## src/rtl/tdc_pkg.sv

```systemverilog
package tdc_pkg;
   // bits needed to hold a code in 0..taps
   function automatic int unsigned code_bits(input int unsigned taps);
      return $clog2(taps + 1);
   endfunction

   function automatic bit is_pow2(input int unsigned v);
      return (v >= 2) && ((v & (v - 1)) == 0);
   endfunction
endpackage

```

## src/rtl/tdc_therm_enc.sv

```systemverilog
module tdc_therm_enc #(
   parameter int unsigned N_TAPS = 64,
   localparam int unsigned CODE_W = tdc_pkg::code_bits(N_TAPS)
) (
   input  logic [N_TAPS-1:0] taps_i,
   output logic [CODE_W-1:0] code_o
);
   // highest set tap wins; bubbles underneath are irrelevant
   always_comb begin
      code_o = '0;
      for (int t = 0; t < N_TAPS; t++) begin
         if (taps_i[t]) code_o = CODE_W'(t + 1);
      end
   end
endmodule

```

## src/rtl/tdc_adder_tree.sv

```systemverilog
module tdc_adder_tree #(
   parameter int unsigned N_IN  = 8,
   parameter int unsigned IN_W  = 7,
   parameter int unsigned OUT_W = 10
) (
   input  logic [N_IN*IN_W-1:0] in_flat_i,
   output logic [OUT_W-1:0]     sum_o
);
   localparam int unsigned N_NODE = 2 * N_IN - 1;

   if (!tdc_pkg::is_pow2(N_IN)) begin : g_bad_n
      $error("adder tree needs a power-of-two input count");
   end
   if (OUT_W < IN_W + $clog2(N_IN)) begin : g_bad_w
      $error("adder tree output too narrow");
   end

   logic [OUT_W-1:0] node [N_NODE];

   // heap layout: leaves at N_IN-1 .. 2*N_IN-2, root at 0
   for (genvar i = 0; i < N_IN; i++) begin : g_leaf
      assign node[N_IN - 1 + i] = OUT_W'(in_flat_i[i*IN_W +: IN_W]);
   end
   for (genvar i = 0; i < N_IN - 1; i++) begin : g_add
      assign node[i] = node[2*i + 1] + node[2*i + 2];
   end

   assign sum_o = node[0];
endmodule

```

## src/rtl/mc_tdc_backend.sv

```systemverilog
module mc_tdc_backend #(
   parameter int unsigned N_CHAINS = 8,
   parameter int unsigned N_TAPS   = 64,
   parameter int unsigned COARSE_W = 16,
   localparam int unsigned FINE_W  = tdc_pkg::code_bits(N_TAPS),
   localparam int unsigned FRAC_W  = $clog2(N_CHAINS),
   localparam int unsigned SUM_W   = FINE_W + FRAC_W,
   localparam int unsigned TS_W    = COARSE_W + SUM_W
) (
   input  logic                       clk,
   input  logic                       rst_n,
   input  logic                       hit_vld_i,
   input  logic [N_CHAINS*N_TAPS-1:0] taps_i,
   input  logic [COARSE_W-1:0]        coarse_i,
   output logic                       out_vld_o,
   output logic [TS_W-1:0]            out_ts_o,
   output logic                       hit_drop_o
);
   if (!tdc_pkg::is_pow2(N_CHAINS)) begin : g_bad_chains
      $error("N_CHAINS must be a power of two, at least 2");
   end
   if (N_TAPS < 2) begin : g_bad_taps
      $error("N_TAPS must be at least 2");
   end
   if (COARSE_W < 1) begin : g_bad_coarse
      $error("COARSE_W must be at least 1");
   end

   // per-chain encoders
   logic [N_CHAINS*FINE_W-1:0] codes;
   for (genvar j = 0; j < N_CHAINS; j++) begin : g_chain
      tdc_therm_enc #(.N_TAPS(N_TAPS)) u_enc (
         .taps_i (taps_i[j*N_TAPS +: N_TAPS]),
         .code_o (codes[j*FINE_W +: FINE_W])
      );
   end

   // stage 1: encoded codes and coarse time
   logic                       s1_vld_q;
   logic [N_CHAINS*FINE_W-1:0] s1_codes_q;
   logic [COARSE_W-1:0]        s1_coarse_q;
   logic                       accept;

   assign accept = hit_vld_i && !s1_vld_q;

   always_ff @(posedge clk or negedge rst_n) begin
      if (!rst_n) begin
         s1_vld_q    <= 1'b0;
         s1_codes_q  <= '0;
         s1_coarse_q <= '0;
         hit_drop_o  <= 1'b0;
      end else begin
         s1_vld_q   <= accept;
         hit_drop_o <= hit_vld_i && s1_vld_q;
         if (accept) begin
            s1_codes_q  <= codes;
            s1_coarse_q <= coarse_i;
         end
      end
   end

   // stage 2: summation and output register
   logic [SUM_W-1:0] sum;

   tdc_adder_tree #(
      .N_IN  (N_CHAINS),
      .IN_W  (FINE_W),
      .OUT_W (SUM_W)
   ) u_tree (
      .in_flat_i (s1_codes_q),
      .sum_o     (sum)
   );

   always_ff @(posedge clk or negedge rst_n) begin
      if (!rst_n) begin
         out_vld_o <= 1'b0;
         out_ts_o  <= '0;
      end else begin
         out_vld_o <= s1_vld_q;
         if (s1_vld_q) out_ts_o <= {s1_coarse_q, sum};
      end
   end

   // assertions
   a_r4_latency: assert property (@(posedge clk) disable iff (!rst_n)
      (hit_vld_i && !s1_vld_q) |=> ##1 out_vld_o);

   a_r4_single_pulse: assert property (@(posedge clk) disable iff (!rst_n)
      out_vld_o |=> !out_vld_o);

   a_r5_drop_flag: assert property (@(posedge clk) disable iff (!rst_n)
      (hit_vld_i && s1_vld_q) |=> hit_drop_o);

   a_r6_hold: assert property (@(posedge clk) disable iff (!rst_n)
      !out_vld_o |-> $stable(out_ts_o));

   a_r8_no_overflow: assert property (@(posedge clk) disable iff (!rst_n)
      out_vld_o |-> (out_ts_o[SUM_W-1:0] <= SUM_W'(N_CHAINS * N_TAPS)));

   a_r3_coarse: assert property (@(posedge clk) disable iff (!rst_n)
      (hit_vld_i && !s1_vld_q) |=> ##1 (out_ts_o[TS_W-1 -: COARSE_W] == $past(coarse_i, 2)));
endmodule

```

## config.mk

```make
export PLATFORM = sky130hd
export DESIGN_NAME = mc_tdc_backend
export DESIGN_NICKNAME = d
export VERILOG_FILES = /design/src/rtl/tdc_pkg.sv /design/src/rtl/tdc_therm_enc.sv /design/src/rtl/tdc_adder_tree.sv /design/src/rtl/mc_tdc_backend.sv
export SDC_FILE = /design/constraint.sdc
export NUM_CORES = 1
export LEC_CHECK = 0
export ABC_CLOCK_PERIOD_IN_PS = 5150
export BUFFER_PORTS_ARGS = -buffer_cell sky130_fd_sc_hd__buf_2
export CAP_MARGIN = 20
export CORE_AREA = 4 4 215 217
export CTS_CLUSTER_DIAMETER = 150
export DETAILED_ROUTE_END_ITERATION = 10
export DIE_AREA = 0 0 219 221
export PLACE_DENSITY = 0.46
export SETUP_SLACK_MARGIN = 0.5
export SYNTH_ARGS = -nofsm -noshare
export SYNTH_HDL_FRONTEND = slang
export SYNTH_SLANG_ARGS = --single-unit
```

## constraint.sdc

```tcl
create_clock -name clk -period 5.15 [get_ports clk]
set_input_delay 0.515 -clock clk [delete_from_list [all_inputs] [get_ports clk]]
set_output_delay 0.515 -clock clk [all_outputs]
set_load 0.01 [all_outputs]
```

After elaboration in Yosys (flattened, before gate mapping)
Cells that the tools add are included.
Widths: inputs -> output; s select.
- register bits after elaboration: 101
- output and inout port bits: 28
- word-level logic and storage cells: 528
- add/sub/neg operators: 7
- muxes and demuxes: 512
- reduce and logical (&&, ||, !) cells: 3
- operators by type and width (kind ; number):
    $mux 6 ; 256
    $mux 5 ; 128
    $mux 4 ; 64
    $mux 3 ; 32
    $mux 7 ; 8
    $add 7x7->8 ; 4
    $mux 2 ; 16
    $add 8x8->9 ; 2
    $add 9x9->10 ; 1
    $mux 1 ; 8
    $logic_and 1x1->1 ; 2
    $logic_not 1->1 ; 1

Longest topological paths before layout
- word-level depth: 64
- mapped depth: 17
- gate-level depth less buffers: 17

By module
A second synthesis with hierarchy kept.
- cell total of the unflattened synthesis: 1553
- area, all modules: 12300.5 µm²
- modules (own cells, without submodules) (module ; times used ; cells an instance ; area each (µm²) ; seq. area each (µm²)):
    tdc_therm_enc ; 8 ; 142 ; 814.5 ; 0.0
    mc_tdc_backend ; 1 ; 212 ; 4091.4 ; 2527.4
    tdc_adder_tree ; 1 ; 205 ; 1692.9 ; 0.0

Worst setup path after synthesis
OpenSTA, ideal clock, no wires.
- path kind: flip-flop to flip-flop
- start point: register s1_codes_q[23]
- end point: register out_ts_o[6]
- setup time: 125 ps
- arrival time: 3657 ps
- required time: 5025 ps
- slack: 1369 ps
- stages on the path, launching flop included: 15
- buffers on the path: 0
- path through: dfrtp_1 -> fa_1 -> inv_1 -> fa_1 -> fa_1 -> fa_1 -> inv_1 -> ha_1 -> inv_1 -> fa_1 -> inv_1 -> a21oi_1 -> o21bai_1 -> xor2_1 -> mux2_2
- word-level cells in the longest chain between the ends: 3
- RTL lines (element ; line ; text):
    start: declaration ; mc_tdc_backend.sv:40 ; logic [N_CHAINS*FINE_W-1:0] s1_codes_q;
    start signal: assignment ; mc_tdc_backend.sv:56 ; s1_codes_q <= codes;
    $add 7x7->8 ; tdc_adder_tree.sv:25 ; assign node[i] = node[2*i + 1] + node[2*i + 2];
    $add 8x8->9 ; tdc_adder_tree.sv:25 ;
    $add 9x9->10 ; tdc_adder_tree.sv:25 ;
    end signal: assignment ; mc_tdc_backend.sv:80 ; if (s1_vld_q) out_ts_o <= {s1_coarse_q, sum};
    end: declaration ; mc_tdc_backend.sv:16 ; output logic [TS_W-1:0] out_ts_o,
Every way passes these cells.
A chain may end at the register's enable or synchronous reset.

Worst setup path in the final report
Ends and elaborated chain as after synthesis.

==> results.md <==
* Standard-cell rows at 77
* Final GP Congestion at ~0.9
* CTS tree: yes
* Routed vias at 13600
* R2R cell count at 14
* RR Startpoint: s1_codes_q[23]$_DFFE_PN0P_
* Peak VDD IR at around 0.32 mV
* Post-synthesis sequential area ratio at 23.5%
* Cts bufs inserted at 9
* Die W at 219 um
* Clock buffer depth at 2
* Via density per instance at 5.13
* Post-Place Cell Area at 14200 um^2
* Top_reg_cell synth: dfrtp_1
* Most Frequent Cell on Critical Path: fa_1
* First-pass GRT wire length at approximately 76 mm
* Status: finished, final reports clean
* Vias in the first global route at 13900
* Routed WL at roughly 50 mm
* Initial antenna violation count at 10
* Clk_skew at 6.15 ps
* Gr usage total at 19.6%
* Post-route cell area at 14600 um^2
* GR Overflow Total at 0
* Tcrit/Tclk final at 78.0%
* Max Slew Vio Count at 0
* Die area at 48400 um^2
* Iter 0 DRT Violations at 667
* H-tree levels at 3
* Final min period at around 4000 ps
* RSZ-0062 raised after global routing: no
* Most frequent cell after synthesis: nor2_1
* Critical-path maximum fanout at 2
* Highest-delay cell along the critical path: fa_1
* Worst setup EP type: flop
* Critical path class: flop to flop
* Mean Syn Cell Area at just over 7 um^2
* CTS Sinks at 101
* WP data required at 5380 ps
* Cts repair resizes at 0
* Routed Antenna Nets at 0
* Distinct cells, synth at 61
* Syn-to-layout area delta at 35.8%
* Post-CTS setup buffer count at 0
* Relative slew slack at 43.3%
* Reg2reg setup slack at between 1000 and 1500 ps
* Routed length per placed instance at about 19 um
* Setup_tns at 0 ps
* Share of layout cells above drive strength 1 at 30.1%
* Synth area leader: dfrtp_1
* CORE AREA at 44100 um^2
* Largest net degree at the start of global routing at 63
* Post-synth EDFFs at 0
* Final net count at between 2000 and 3000
* MaxCap Viol Count at 0
* Seq cells post-synth at between 100 and 150
* CTS clk-pin slew, worst paths at approximately 70 ps
* Synth warn at 0
* Detailed-router iteration count before antenna repair at 7
* Hold buffer count at CTS at 0
* Die Y at ~220 um
* Hold WS at 239 ps
* Cells after Synth at 1487
* Post-synth top area share at 23.5%
* Ys async rst share at 100%
* Slew @ Worst Pin at 839 ps
* PwrDens at 299 nW/um^2
* Mapped Area at 10700 um^2
* Highest clock rate at 0.249 GHz
* Worst path arrival time at about 4300 ps
* Clock Latency Late Sink at 350 ps
* Final hold violations at 0
* Initial Util at between 20 and 25%
* R2r endpoint: out_ts_o[6]$_DFFE_PN0P_
* Port Buffer Count at 558
* Fillers at 4941
* Top post-synthesis cells by area: dfrtp_1 24%, fa_1 7.6%, nor4_1 7.2%, nor2_1 6.7%, a21oi_1 5.7%
* Dpl hpwl at between 40 and 50 mm
* Slowest Stage Delay on Critical Path at 570 ps
* Clock Tree Root: clkbuf_16
* I/O pin cnt at 559
* Worst path cell trace: fa_1 > inv_1 > fa_1 > fa_1 > fa_1 > inv_1 > ha_1 > inv_1 > fa_1 > inv_1 > a21oi_1 > o21bai_1 > xor2_1 > mux2_2
* Drt drc at 0
* P_leak at 0.00650 uW
* Hold WC Path Type: primary input to async pin
* Most instantiated cells after synthesis: 191 x nor2_1, 152 x nand2_1, 149 x inv_1, 124 x nor4_1, 123 x a21oi_1
* Crit start category: flop
* Final setup viols at 0
* Synthesized net count at 2069
metal layers:
metal	part of all wire (%)	global-route usage, %	wire (um)
met1	40	22.9	20100
met2	53	37.3	26500
met3	5.7	3.83	2860
met4	1.3	3.38	633
met5	0.13	0	67
flip-flops by register name (all words and copies together), names as in the netlist:
name and cells:
s1_vld_q 1, s1_coarse_q 16, out_vld_o 1, hit_drop_o 1, s1_codes_q 56, out_ts_o 26
cell usage in the layout, fill, tap and decap left out, types with 5 or more instances in the layout:
cell / instances
buf_2: 557
nor2_1: 191
nand2_1: 152
inv_1: 149
nor4_1: 124
a21oi_1: 123
nor3_1: 107
dfrtp_1: 101
o21ai_0: 91
o31ai_1: 50
fa_1: 41
nand3_1: 26
or4_1: 22
mux2_2: 22
o211ai_1: 21
a211oi_1: 20
o21a_1: 15
nor2b_1: 15
a2111oi_0: 15
o21bai_1: 11
nor3b_1: 11
a31oi_1: 10
nand2b_1: 10
ha_1: 10
a311oi_1: 9
a21o_1: 9
clkbuf_16: 9
o311ai_0: 8
diode_2: 7
o2111ai_1: 7
a21boi_0: 7
o221ai_1: 7
o31a_1: 6
a31o_2: 6
o311a_1: 5
a221o_1: 5
nand3b_1: 5
buf_4: 5
through the flow:
| stage | std cells | utilization (%) | total power (uW) | setup slack [ps] |
|---|---|---|---|---|
| 2_1_floorplan | 1487 | - | 2700 | 1370 |
| 3_3_place_gp | 2618 | 32.3 | 3560 | 1150 |
| 3_5_place_dp | 2618 | 32.3 | 3610 | 1150 |
| 4_1_cts | 2634 | 33.0 | 4440 | 1130 |
| 5_1_grt | 2638 | 33.1 | 4840 | 906 |
| 6_report | 2641 | 33.1 | 4360 | 1140 |
critical path, delay by kind of cell, from the launching register on:
family / cells / cell delay (ps)
flops: 1 / 400
mux: 1 / 270
fa+ha+maj: 6 / 2600
buf+inv: 4 / 280
xor+xnor: 1 / 100
compound gates: 2 / 260
worst max-delay path by stage:
stage / startpoint / end / cells past startpoint
6_report: s1_codes_q[23]$_DFFE_PN0P_ / out_ts_o[6]$_DFFE_PN0P_ / 14
4_1_cts: s1_codes_q[23]$_DFFE_PN0P_ / out_ts_o[6]$_DFFE_PN0P_ / 14
5_1_grt: s1_codes_q[22]$_DFFE_PN0P_ / out_ts_o[6]$_DFFE_PN0P_ / 16
2_1_floorplan: s1_codes_q[23]$_DFFE_PN0P_ / out_ts_o[6]$_DFFE_PN0P_ / 14
3_5_place_dp: s1_codes_q[23]$_DFFE_PN0P_ / out_ts_o[6]$_DFFE_PN0P_ / 14
3_3_place_gp: s1_codes_q[23]$_DFFE_PN0P_ / out_ts_o[6]$_DFFE_PN0P_ / 14
kinds of logic (layout without fill, tap and decap cells):
kind of cell / Yosys count / count (layout) / synth area share (%)
fa+ha+maj: 51 / 51 / 8.80
other cells: 0 / 7 / 0
xor+xnor: 3 / 3 / 0.245
mux: 22 / 22 / 2.31
flops: 101 / 101 / 23.5
simple gates: 691 / 691 / 31.9
buf+inv: 173 / 728 / 6.08
compound gates: 446 / 446 / 27.2
power by group:
group | total, uW | switching [uW] | leakage [uW] | internal [uW]
clock network | 796 | 306 | 0.000166 | 491
logic | 2520 | 1380 | 0.00510 | 1150
registers | 1050 | 94.3 | 0.00124 | 952
layout make-up:
type	count	area, um^2	area share (%)
clock inverter	5	106	0.729
inverter	150	563	3.86
antenna	7	17.5	0.120
timing repair buffer	562	2830	19.4
tap	592	741	5.07
clock buffer	11	243	1.66
sequential	101	2530	17.3
multi-input combinational	1213	7570	51.9
No activity file was read; power rests on OpenSTA's default activity.
